==> config.mk <==
export PLATFORM = sky130hd
export DESIGN_NAME = irq_entry_seq
export DESIGN_NICKNAME = d
export VERILOG_FILES = /design/src/rtl/irq_entry_pkg.sv /design/src/rtl/irq_entry_ctrl.sv /design/src/rtl/irq_entry_shadow.sv /design/src/rtl/irq_entry_status.sv /design/src/rtl/irq_entry_redirect.sv /design/src/rtl/irq_entry_seq.sv
export SDC_FILE = /design/constraint.sdc
export NUM_CORES = 1
export LEC_CHECK = 0
export ABC_AREA = 1
export BUFFER_PORTS_ARGS = -buffer_cell sky130_fd_sc_hd__buf_2
export CAP_MARGIN = 0
export CORE_ASPECT_RATIO = 1.1
export CORE_MARGIN = 10
export CORE_UTILIZATION = 43
export DETAILED_ROUTE_END_ITERATION = 6
export PLACE_DENSITY = 0.69
export SLEW_MARGIN = 0
export SYNTH_ARGS = -nofsm -noshare
export SYNTH_HDL_FRONTEND = slang
export SYNTH_SLANG_ARGS = --single-unit
==> constraint.sdc <==
create_clock -name clk -period 2.2 [get_ports clk]
set_input_delay 0.11 -clock clk [delete_from_list [all_inputs] [get_ports clk]]
set_output_delay 0.11 -clock clk [all_outputs]
set_load 0.1 [all_outputs]
==> src/rtl/irq_entry_pkg.sv <==
package irq_entry_pkg;
   localparam int SR_FD = 15;
   localparam int SR_BL = 28;
   localparam int SR_RB = 29;
   localparam int SR_MD = 30;

   typedef enum logic [1:0] {
      SEL_VBR = 2'd0,
      SEL_SPC = 2'd1,
      SEL_SSR = 2'd2,
      SEL_SGR = 2'd3
   } wsel_e;

   typedef enum logic [1:0] {
      EV_NONE   = 2'd0,
      EV_ENTRY  = 2'd1,
      EV_RETURN = 2'd2,
      EV_WRITE  = 2'd3
   } event_e;
endpackage

==> src/rtl/irq_entry_ctrl.sv <==
module irq_entry_ctrl
   import irq_entry_pkg::*;
(
   input  logic   irq_req,
   input  logic   ret_req,
   input  logic   wr_en,
   input  logic   blocked,
   input  logic   priv,
   output event_e ev
);
   // return outranks interrupt, which outranks a software write
   always_comb begin
      if (ret_req)
         ev = EV_RETURN;
      else if (irq_req && !blocked)
         ev = EV_ENTRY;
      else if (wr_en && priv)
         ev = EV_WRITE;
      else
         ev = EV_NONE;
   end
endmodule

==> src/rtl/irq_entry_shadow.sv <==
module irq_entry_shadow
   import irq_entry_pkg::*;
#(
   parameter int XLEN = 32
) (
   input  logic            clk,
   input  logic            rst_n,
   input  event_e          ev,
   input  logic [1:0]      wr_sel,
   input  logic [XLEN-1:0] wr_data,
   input  logic [XLEN-1:0] cur_pc,
   input  logic [XLEN-1:0] cur_sr,
   input  logic [XLEN-1:0] cur_gr15,
   output logic [XLEN-1:0] spc,
   output logic [XLEN-1:0] ssr,
   output logic [XLEN-1:0] sgr,
   output logic [XLEN-1:0] vbr
);
   wsel_e sel;
   assign sel = wsel_e'(wr_sel);

   always_ff @(posedge clk or negedge rst_n) begin
      if (!rst_n) begin
         spc <= '0;
         ssr <= '0;
         sgr <= '0;
         vbr <= '0;
      end else begin
         case (ev)
            EV_ENTRY: begin
               spc <= cur_pc;
               ssr <= cur_sr;
               sgr <= cur_gr15;
            end
            EV_WRITE: begin
               case (sel)
                  SEL_VBR: vbr <= wr_data;
                  SEL_SPC: spc <= wr_data;
                  SEL_SSR: ssr <= wr_data;
                  SEL_SGR: sgr <= wr_data;
                  default: ;
               endcase
            end
            default: ;
         endcase
      end
   end
endmodule

==> src/rtl/irq_entry_status.sv <==
module irq_entry_status
   import irq_entry_pkg::*;
#(
   parameter int XLEN   = 32,
   parameter int CODE_W = 14
) (
   input  logic              clk,
   input  logic              rst_n,
   input  event_e            ev,
   input  logic [XLEN-1:0]   ssr,
   input  logic [CODE_W-1:0] code,
   output logic [XLEN-1:0]   sr,
   output logic [XLEN-1:0]   evt
);
   localparam logic [XLEN-1:0] ENTRY_SET =
      (XLEN'(1) << SR_BL) | (XLEN'(1) << SR_RB) | (XLEN'(1) << SR_MD);
   // reset leaves the FPU-disable flag clear
   localparam logic [XLEN-1:0] SR_RESET = ENTRY_SET;

   logic [XLEN-1:0] code_ext;

   generate
      if (CODE_W == XLEN) begin : g_code_full
         assign code_ext = code;
      end else begin : g_code_pad
         assign code_ext = {{(XLEN-CODE_W){1'b0}}, code};
      end
   endgenerate

   always_ff @(posedge clk or negedge rst_n) begin
      if (!rst_n) begin
         sr  <= SR_RESET;
         evt <= '0;
      end else begin
         case (ev)
            EV_ENTRY: begin
               sr  <= sr | ENTRY_SET;
               evt <= code_ext;
            end
            EV_RETURN: sr <= ssr;
            default: ;
         endcase
      end
   end
endmodule

==> src/rtl/irq_entry_redirect.sv <==
module irq_entry_redirect
   import irq_entry_pkg::*;
#(
   parameter int              XLEN      = 32,
   parameter logic [XLEN-1:0] VEC_OFS   = 'h600,
   parameter logic [XLEN-1:0] RESET_VEC = 'hA000_0000
) (
   input  logic            clk,
   input  logic            rst_n,
   input  event_e          ev,
   input  logic [XLEN-1:0] vbr,
   input  logic [XLEN-1:0] spc,
   output logic            valid,
   output logic [XLEN-1:0] addr
);
   logic [XLEN-1:0] handler;

   generate
      if (VEC_OFS == '0) begin : g_no_ofs
         assign handler = vbr;
      end else begin : g_ofs
         assign handler = vbr + VEC_OFS;
      end
   endgenerate

   always_ff @(posedge clk or negedge rst_n) begin
      if (!rst_n) begin
         valid <= 1'b1;
         addr  <= RESET_VEC;
      end else begin
         valid <= 1'b0;
         case (ev)
            EV_ENTRY: begin
               valid <= 1'b1;
               addr  <= handler;
            end
            EV_RETURN: begin
               valid <= 1'b1;
               addr  <= spc;
            end
            default: ;
         endcase
      end
   end
endmodule

==> src/rtl/irq_entry_seq.sv <==
module irq_entry_seq
   import irq_entry_pkg::*;
#(
   parameter int              XLEN      = 32,
   parameter int              CODE_W    = 14,
   parameter logic [XLEN-1:0] VEC_OFS   = 'h600,
   parameter logic [XLEN-1:0] RESET_VEC = 'hA000_0000
) (
   input  logic              clk,
   input  logic              rst_n,
   input  logic              irq_req,
   input  logic [CODE_W-1:0] irq_code,
   input  logic              ret_req,
   input  logic [XLEN-1:0]   cur_pc,
   input  logic [XLEN-1:0]   cur_gr15,
   input  logic              wr_en,
   input  logic [1:0]        wr_sel,
   input  logic [XLEN-1:0]   wr_data,
   output logic [XLEN-1:0]   sr_o,
   output logic [XLEN-1:0]   spc_o,
   output logic [XLEN-1:0]   ssr_o,
   output logic [XLEN-1:0]   sgr_o,
   output logic [XLEN-1:0]   vbr_o,
   output logic [XLEN-1:0]   evt_o,
   output logic              redir_valid,
   output logic [XLEN-1:0]   redir_addr
);
   generate
      if (XLEN <= SR_MD) begin : g_bad_xlen
         initial $fatal(1, "XLEN too small for status flag positions");
      end
      if (CODE_W < 1 || CODE_W > XLEN) begin : g_bad_code
         initial $fatal(1, "CODE_W must lie in 1..XLEN");
      end
   endgenerate

   event_e ev;

   irq_entry_ctrl u_ctrl (
      .irq_req (irq_req),
      .ret_req (ret_req),
      .wr_en   (wr_en),
      .blocked (sr_o[SR_BL]),
      .priv    (sr_o[SR_MD]),
      .ev      (ev)
   );

   irq_entry_shadow #(.XLEN(XLEN)) u_shadow (
      .clk      (clk),
      .rst_n    (rst_n),
      .ev       (ev),
      .wr_sel   (wr_sel),
      .wr_data  (wr_data),
      .cur_pc   (cur_pc),
      .cur_sr   (sr_o),
      .cur_gr15 (cur_gr15),
      .spc      (spc_o),
      .ssr      (ssr_o),
      .sgr      (sgr_o),
      .vbr      (vbr_o)
   );

   irq_entry_status #(.XLEN(XLEN), .CODE_W(CODE_W)) u_status (
      .clk   (clk),
      .rst_n (rst_n),
      .ev    (ev),
      .ssr   (ssr_o),
      .code  (irq_code),
      .sr    (sr_o),
      .evt   (evt_o)
   );

   irq_entry_redirect #(.XLEN(XLEN), .VEC_OFS(VEC_OFS), .RESET_VEC(RESET_VEC)) u_redir (
      .clk   (clk),
      .rst_n (rst_n),
      .ev    (ev),
      .vbr   (vbr_o),
      .spc   (spc_o),
      .valid (redir_valid),
      .addr  (redir_addr)
   );
endmodule

==> results of run 1 <==
[cells in the final DEF (no fill, tap or decap), types with 2 or more instances in the layout]
cell type / netlist / routed
a21oi_1: 16 / 16
buf_12: 0 / 4
buf_2: 21 / 322
buf_4: 24 / 24
clkbuf_1: 40 / 5
clkbuf_16: 0 / 23
clkbuf_8: 0 / 6
clkinv_2: 0 / 6
conb_1: 1 / 18
dfrtp_1: 201 / 199
dfrtp_2: 0 / 2
dfstp_2: 6 / 6
diode_2: 0 / 5
dlygate4sd3_1: 0 / 108
inv_1: 112 / 112
nand2_1: 465 / 464
nand2_4: 2 / 2
nand3_1: 104 / 104
nand3_2: 4 / 3
nand3_4: 1 / 2
nand4_1: 5 / 5
nor2_1: 37 / 37
o211ai_1: 7 / 7
o21ai_0: 131 / 131
o21ai_1: 52 / 52
o21bai_1: 2 / 2
o221ai_1: 4 / 4
xnor2_1: 3 / 3
xor2_1: 5 / 5
[Yosys cell counts]
cell type  number  area [sq um]
buf_4          24         180.2
nand3_4         1         17.52
o221ai_1        4         35.03
dfstp_2         6         157.7
nor2_1         37         138.9
o21ai_1        52         260.3
nand4_1         5         31.28
buf_2          21         105.1
ha_1            1         12.51
o21bai_1        2         15.01
o22ai_1         1         6.260
inv_2           1         3.750
nor2_8          1         20.02
o21ai_0       131         655.6
nand2_4         2         22.52
buf_1           6         22.52
nand3_1       104         520.5
nor3_1          1         5.000
conb_1          1         3.750
dfrtp_1       201          5030
nand2_1       465          1745
nand3_2         4         40.04
a21oi_1        16         80.08
xor2_1          5         43.79
o211ai_1        7         52.55
xnor2_1         3         26.28
clkinv_1        1         3.750
inv_1         112         420.4
clkbuf_1       40         150.1
[worst min-delay path, cell delays in order]
cell     delay (ps)
buf_2           100
o21ai_0          80
nand2_1          90
nand2_1          60
nand2_1          50
[state kept, by name, summed over array words and instances, names as in the netlist]
| name | cells |
|---|---|
| u_redir.valid | 1 |
| u_shadow.spc | 32 |
| u_redir.addr | 32 |
| u_shadow.sgr | 32 |
| u_status.evt | 14 |
| u_shadow.vbr | 32 |
| u_shadow.ssr | 32 |
| u_status.sr | 32 |
[final timing paths]
| path | start | to | slack [ps] | cells after the start |
|---|---|---|---|---|
| max in group asynchronous | rst_n | u_status.sr[29] | 1270 | 3 |
| hold reg to reg | u_status.evt[5] | u_status.evt[5] | 480 | 2 |
| hold / removal | cur_pc[4] | u_shadow.spc[4] | 6 | 5 |
| min in group asynchronous | rst_n | u_shadow.ssr[4] | 130 | 2 |
| setup reg to reg | u_status.sr[28] | u_shadow.spc[29] | 210 | 9 |
| setup / recovery | u_status.sr[28] | u_shadow.spc[29] | 210 | 9 |
[final cells by class]
class | count | area [sq um] | area share [%]
Antenna cell | 5 | 12.51 | 0.09276
Clock inverter | 7 | 38.79 | 0.2875
Timing Repair Buffer | 459 | 2968 | 22.00
Clock buffer | 34 | 676.9 | 5.018
Multi-Input combinational cell | 860 | 3806 | 28.22
Tap cell | 295 | 369.1 | 2.736
Sequential cell | 207 | 5190 | 38.48
Inverter | 114 | 427.9 | 3.172
[cell families (layout without fill, tap and decap cells)]
family          count (synthesis)  count (layout)  synth area share, %
other cells                     1              23              0.03824
flops                         207             207                52.90
compound gates                213             213                11.27
fa+ha+maj                       1               1               0.1276
buf+inv                       205             614                9.034
xor+xnor                        8               8               0.7146
simple gates                  620             620                25.92
[through the flow]
stage	setup slack (ps)	hold slack, ps	cells
3_5_place_dp	253.3	102.4	1827
6_report	211.0	6.127	1981
5_1_grt	48.71	23.48	1980
4_1_cts	217.5	1.368	1976
2_1_floorplan	109.8	-185.6	1272
3_3_place_gp	317.7	97.71	1827
[metal layers]
metal  share of wire (%)  GRT usage [%]  vias up
met5               0.053              0        -
li1                    -              -     4783
met2                  48          42.57      519
met4                 3.9          11.07        4
met1                  39          33.50     4848
met3                 8.7          5.764       99
==> flow_metrics.tcl, run 1 <==
set metrics [dict create \
    status "complete, no violations" \
    ys_seq_elements 207 \
    syn_inst 1255 \
    cts_setup_buffers 0 \
    syn2layout_area_growth_pct 37.57 \
    grt_pass1_vias 10410 \
    fillers 2025 \
    path_buf_inv 2 \
    io_pins 342 \
    core-area_sq_um 22250 \
    synth_warnings 0 \
    required_ps 2630 \
    io_buffers 323 \
    drive_above_1_share_pct 24.09 \
    hold_violations 0 \
    syn_area_sq_um 9806 \
    design_area_sq_um 13490 \
    grt_pass1_wl_mm 60.29 \
    route.antenna.remaining_nets 0 \
    tightest_slew_ps 715.8 \
    cts_tree "done" \
    wl_per_cell_um 20.04 \
    place.gp.congestion 0.9013 \
    drt_iter0_drc 838 \
    fmax_mhz 502.8 \
    rows 57 \
    final_max_slew_viol_count 0 \
    viasPerCell 5.176 \
    grt_util_all_layers_pct 26.35 \
    route.detailed.drc 0 \
    numCtsBuffers 23 \
    dieArea_sq_um 29250 \
    postSynthAreaPerCell_sq_um 7.813 \
    critPathSlowestCell "dfstp_2" \
    path_cells "inv_1 -> nand2_1 -> nand2_4 -> nor2_8 -> nand3_4 -> nand2_4 -> buf_4 -> nand2_1 -> o21ai_1" \
    cpPeakStageDelay_ps 540 \
    clk_latency_ps 510 \
    cp_max_fo 28 \
    slew-limit-headroom_pct 52.28 \
    clock-root-buffer "clkbuf_16" \
    final_nets 1783 \
    initial_utilization_pct 44.07 \
    rsz0062_at_grt "no" \
    maxCapViolCount 0 \
    finalSetupTns_ps 0 \
    grt_overflow 0 \
    setup_violations 0 \
    grt_max_degree 68 \
    grt_antenna_before_repair 6 \
    yosysUniqueCellTypes 29 \
    ctsLongestPathBuffers 3 \
    die_y_um 178.4 \
    ys_seq_area_share_pct 52.90 \
    clkTransAtPathRegs_ps 60 \
    finClkSkew_ps 11.68 \
    crit_family "simple AND/OR/NAND/NOR gates" \
    period_needed_ps 1989 \
    arrival_ps 2420 \
    hold_path_class "input port to flop" \
    vias 10250 \
    criticalPathCategory "flop to flop" \
    ctsResizeCount 0 \
    period_share_pct 90.41 \
    die_w_um 164.0 \
    dr.pass1.iters 6 \
    placed_area_sq_um 11680 \
    fin_util_pct 60.62 \
    drt-total-wl_mm 39.70 \
    end_kind "flop" \
    start_kind "flop" \
    hpwlAfterDp_mm 27.83 \
    hold_buffers 108 \
    cts_max_level 1 \
    cts.sink_count 207 \
]
Power of run 1 is not shown: default switching activity piles up to over one toggle a cycle in this logic, so the estimate is an artifact.
==> inputs of run 2 (changes only) <==
--- a/config.mk
+++ b/config.mk
@@ -5,7 +5,6 @@
 export SDC_FILE = /design/constraint.sdc
 export NUM_CORES = 1
 export LEC_CHECK = 0
-export ABC_AREA = 1
 export BUFFER_PORTS_ARGS = -buffer_cell sky130_fd_sc_hd__buf_2
 export CAP_MARGIN = 0
 export CORE_ASPECT_RATIO = 1.1
==> constraint.sdc (replaced) <==
create_clock -name clk -period 2.2 [get_ports clk]
set_input_delay 0.33 -clock clk [delete_from_list [all_inputs] [get_ports clk]]
set_output_delay 0.33 -clock clk [all_outputs]
set_load 0.1 [all_outputs]
==> run 2 against run 1 <==
  * The flow now finishes with violations (setup timing)
  * Sequential share of layout area increased by 1.4 points
  * Clock skew about the same
  * Register-to-register slack got worse by 220 ps
  * First-iteration DRC count decreased by 41%
==> flow_metrics.tcl, run 2 <==
set metrics [dict create \
    route.detailed.drc 0 \
    arrival_ps 2600 \
    r2r-end "u_shadow.vbr[29]" \
    end_kind "flop" \
    tightest_slew_ps 1207 \
    grt_pass1_wl_mm 50.41 \
    cp_max_fo 8 \
    place.gp.congestion 0.8559 \
    syn2layout_area_growth_pct 32.76 \
    holdPathStages 3 \
    drive_above_1_share_pct 39.94 \
    period_share_pct 100.3 \
    fillers 1966 \
    finalNonFillerCells 1592 \
    ys_seq_area_share_pct 52.68 \
    critPathSlowestCell "dfstp_2" \
    grt_pass1_vias 8379 \
    final_max_slew_viol_count 0 \
    worst_slack_ps -7.536 \
    rrSetupSlack_ps -8 \
    final_common_cell "buf_2" \
    io_buffers 323 \
    yosysMostFrequentCell "dfrtp_1" \
    numCtsBuffers 23 \
    status "finished with violations" \
    yosys.area.top_type "dfrtp_1" \
    clkTransAtPathRegs_ps 60 \
    vias 8330 \
    start_kind "flop" \
    die_y_um 178.7 \
    grt_overflow 0 \
    hold_violations 0 \
    period_needed_ps 2208 \
    hpwlAfterDp_mm 25.05 \
    rsz0062_at_grt "yes" \
    pre_cts_ws_ps 47.80 \
    path_cells "nor2b_4 -> buf_6 -> or3_4 -> nor3_4 -> clkbuf_16 -> buf_12 -> mux2_2" \
    fin_util_pct 57.55 \
    dr.pass1.iters 4 \
    rows 58 \
    fmax_mhz 453.0 \
    maxCapViolCount 0 \
    die_w_um 164.3 \
    setup_violations 6 \
    final_cell_mix "buf_2 (321), dfrtp_1 (186), mux2i_1 (117)" \
    drt-total-wl_mm 34.44 \
    dp.cells 1534 \
    clock-root-buffer "clkbuf_16" \
    yosysUniqueCellTypes 44 \
    hp-start "irq_code[8]" \
    clk_latency_ps 510 \
    rr_startpoint "u_status.sr[28]" \
    wl_per_cell_um 21.63 \
    route.antenna.remaining_nets 0 \
    grt_util_all_layers_pct 21.93 \
    grt_antenna_before_repair 6 \
    hold_path_class "input port to flop" \
    violations "setup timing" \
    synth_top_area_share_pct 51.08 \
    cts.sink_count 207 \
    drt_iter0_drc 498 \
    synthTopCellsByCount "dfrtp_1 (201), mux2i_1 (117), a21oi_1 (109)" \
    async_flop_share_pct 100.0 \
    synth_edf_count 0 \
    core-area_sq_um 22710 \
    ys.flop_type "dfrtp_1" \
    final_nets 1390 \
    cts_tree "done" \
    syn_area_sq_um 9847 \
    initial_utilization_pct 43.35 \
    grt_max_degree 72 \
    viasPerCell 5.232 \
    syn_inst 925 \
    ys_seq_elements 207 \
    cpPeakStageDelay_ps 580 \
    slew-limit-headroom_pct 18.38 \
    cts_max_level 1 \
    postSynthAreaPerCell_sq_um 10.65 \
    synthTopCellsByArea "dfrtp_1 (51%), mux2i_1 (12%), mux2_2 (6.7%)" \
    criticalPathCategory "flop to flop" \
    synth_warnings 0 \
    rr_worst_depth 7 \
    finClkSkew_ps 11.84 \
    io_pins 342 \
    ctsLongestPathBuffers 3 \
    hold-path-endpoint "u_status.evt[8]" \
    required_ps 2590 \
    dieArea_sq_um 29360 \
    finalSetupTns_ps -21.54 \
]
-- run 2: how the worst max path moves through the flow --
stage | start | endpoint
CTS | u_status.sr[28] | u_shadow.vbr[1]
finish | u_status.sr[28] | u_shadow.vbr[29]
global placement | u_status.sr[28] | u_shadow.vbr[3]
floorplan | u_shadow.vbr[9] | u_redir.addr[25]
global route | u_status.sr[30] | u_shadow.vbr[29]
detailed placement | u_status.sr[28] | u_shadow.vbr[6]
-- run 2: timing repair --
item                                    CTS  global route
buffers inserted                          0            10
endpoints found under the setup margin    0            34
endpoints found under the hold margin    60             0
resized for setup                         0            34
hold buffers                              1             0
-- run 2: layout make-up --
cell class | instances | area, sq um | share of cell area (%)
repair buffers | 386 | 2297 | 17.57
inverters | 103 | 386.6 | 2.958
well taps | 300 | 375.4 | 2.871
diodes | 5 | 12.51 | 0.09571
clock buffers | 36 | 704.4 | 5.389
multi-input cells | 551 | 4065 | 31.10
flip-flops and latches | 207 | 5211 | 39.86
clock inverters | 4 | 20.02 | 0.1531
-- run 2: cells by family after synthesis --
kind of cell / after synthesis / synth area share, %
AO/OA/AOI/OAI: 148 / 7.992
XOR/XNOR: 7 / 0.6226
adder cells (fa/ha/maj): 1 / 0.1270
buffers and inverters: 184 / 8.386
flip-flops: 207 / 52.68
multiplexers: 176 / 18.64
other: 1 / 0.03808
AND/OR/NAND/NOR: 201 / 11.51
-- run 2: worst max-delay path, delay by kind of cell, from the launching register on --
| kind | cells | cell delay (ps) |
|---|---|---|
| multiplexers | 1 | 330 |
| AND/OR/NAND/NOR | 3 | 730 |
| flip-flops | 1 | 580 |
| buffers and inverters | 3 | 450 |
-- run 2: metrics by stage --
stage	hold WS (ps)	cell area, sq um
6_report	15.30	13070
5_1_grt	9.806	13070
4_1_cts	1.821	12780
3_5_place_dp	320.3	12050
3_3_place_gp	318.9	12050
2_1_floorplan	34.41	9935
-- run 2: per-layer routing --
metal | vias up | track usage [%] | wire [um]
met1 | 4120 | 28.37 | 14410
met2 | 324 | 35.37 | 16420
met5 | - | 0 | 13
li1 | 3830 | - | -
met4 | 2 | 7.414 | 944
met3 | 54 | 5.237 | 2643
Power of run 2 is left out for the same reason.
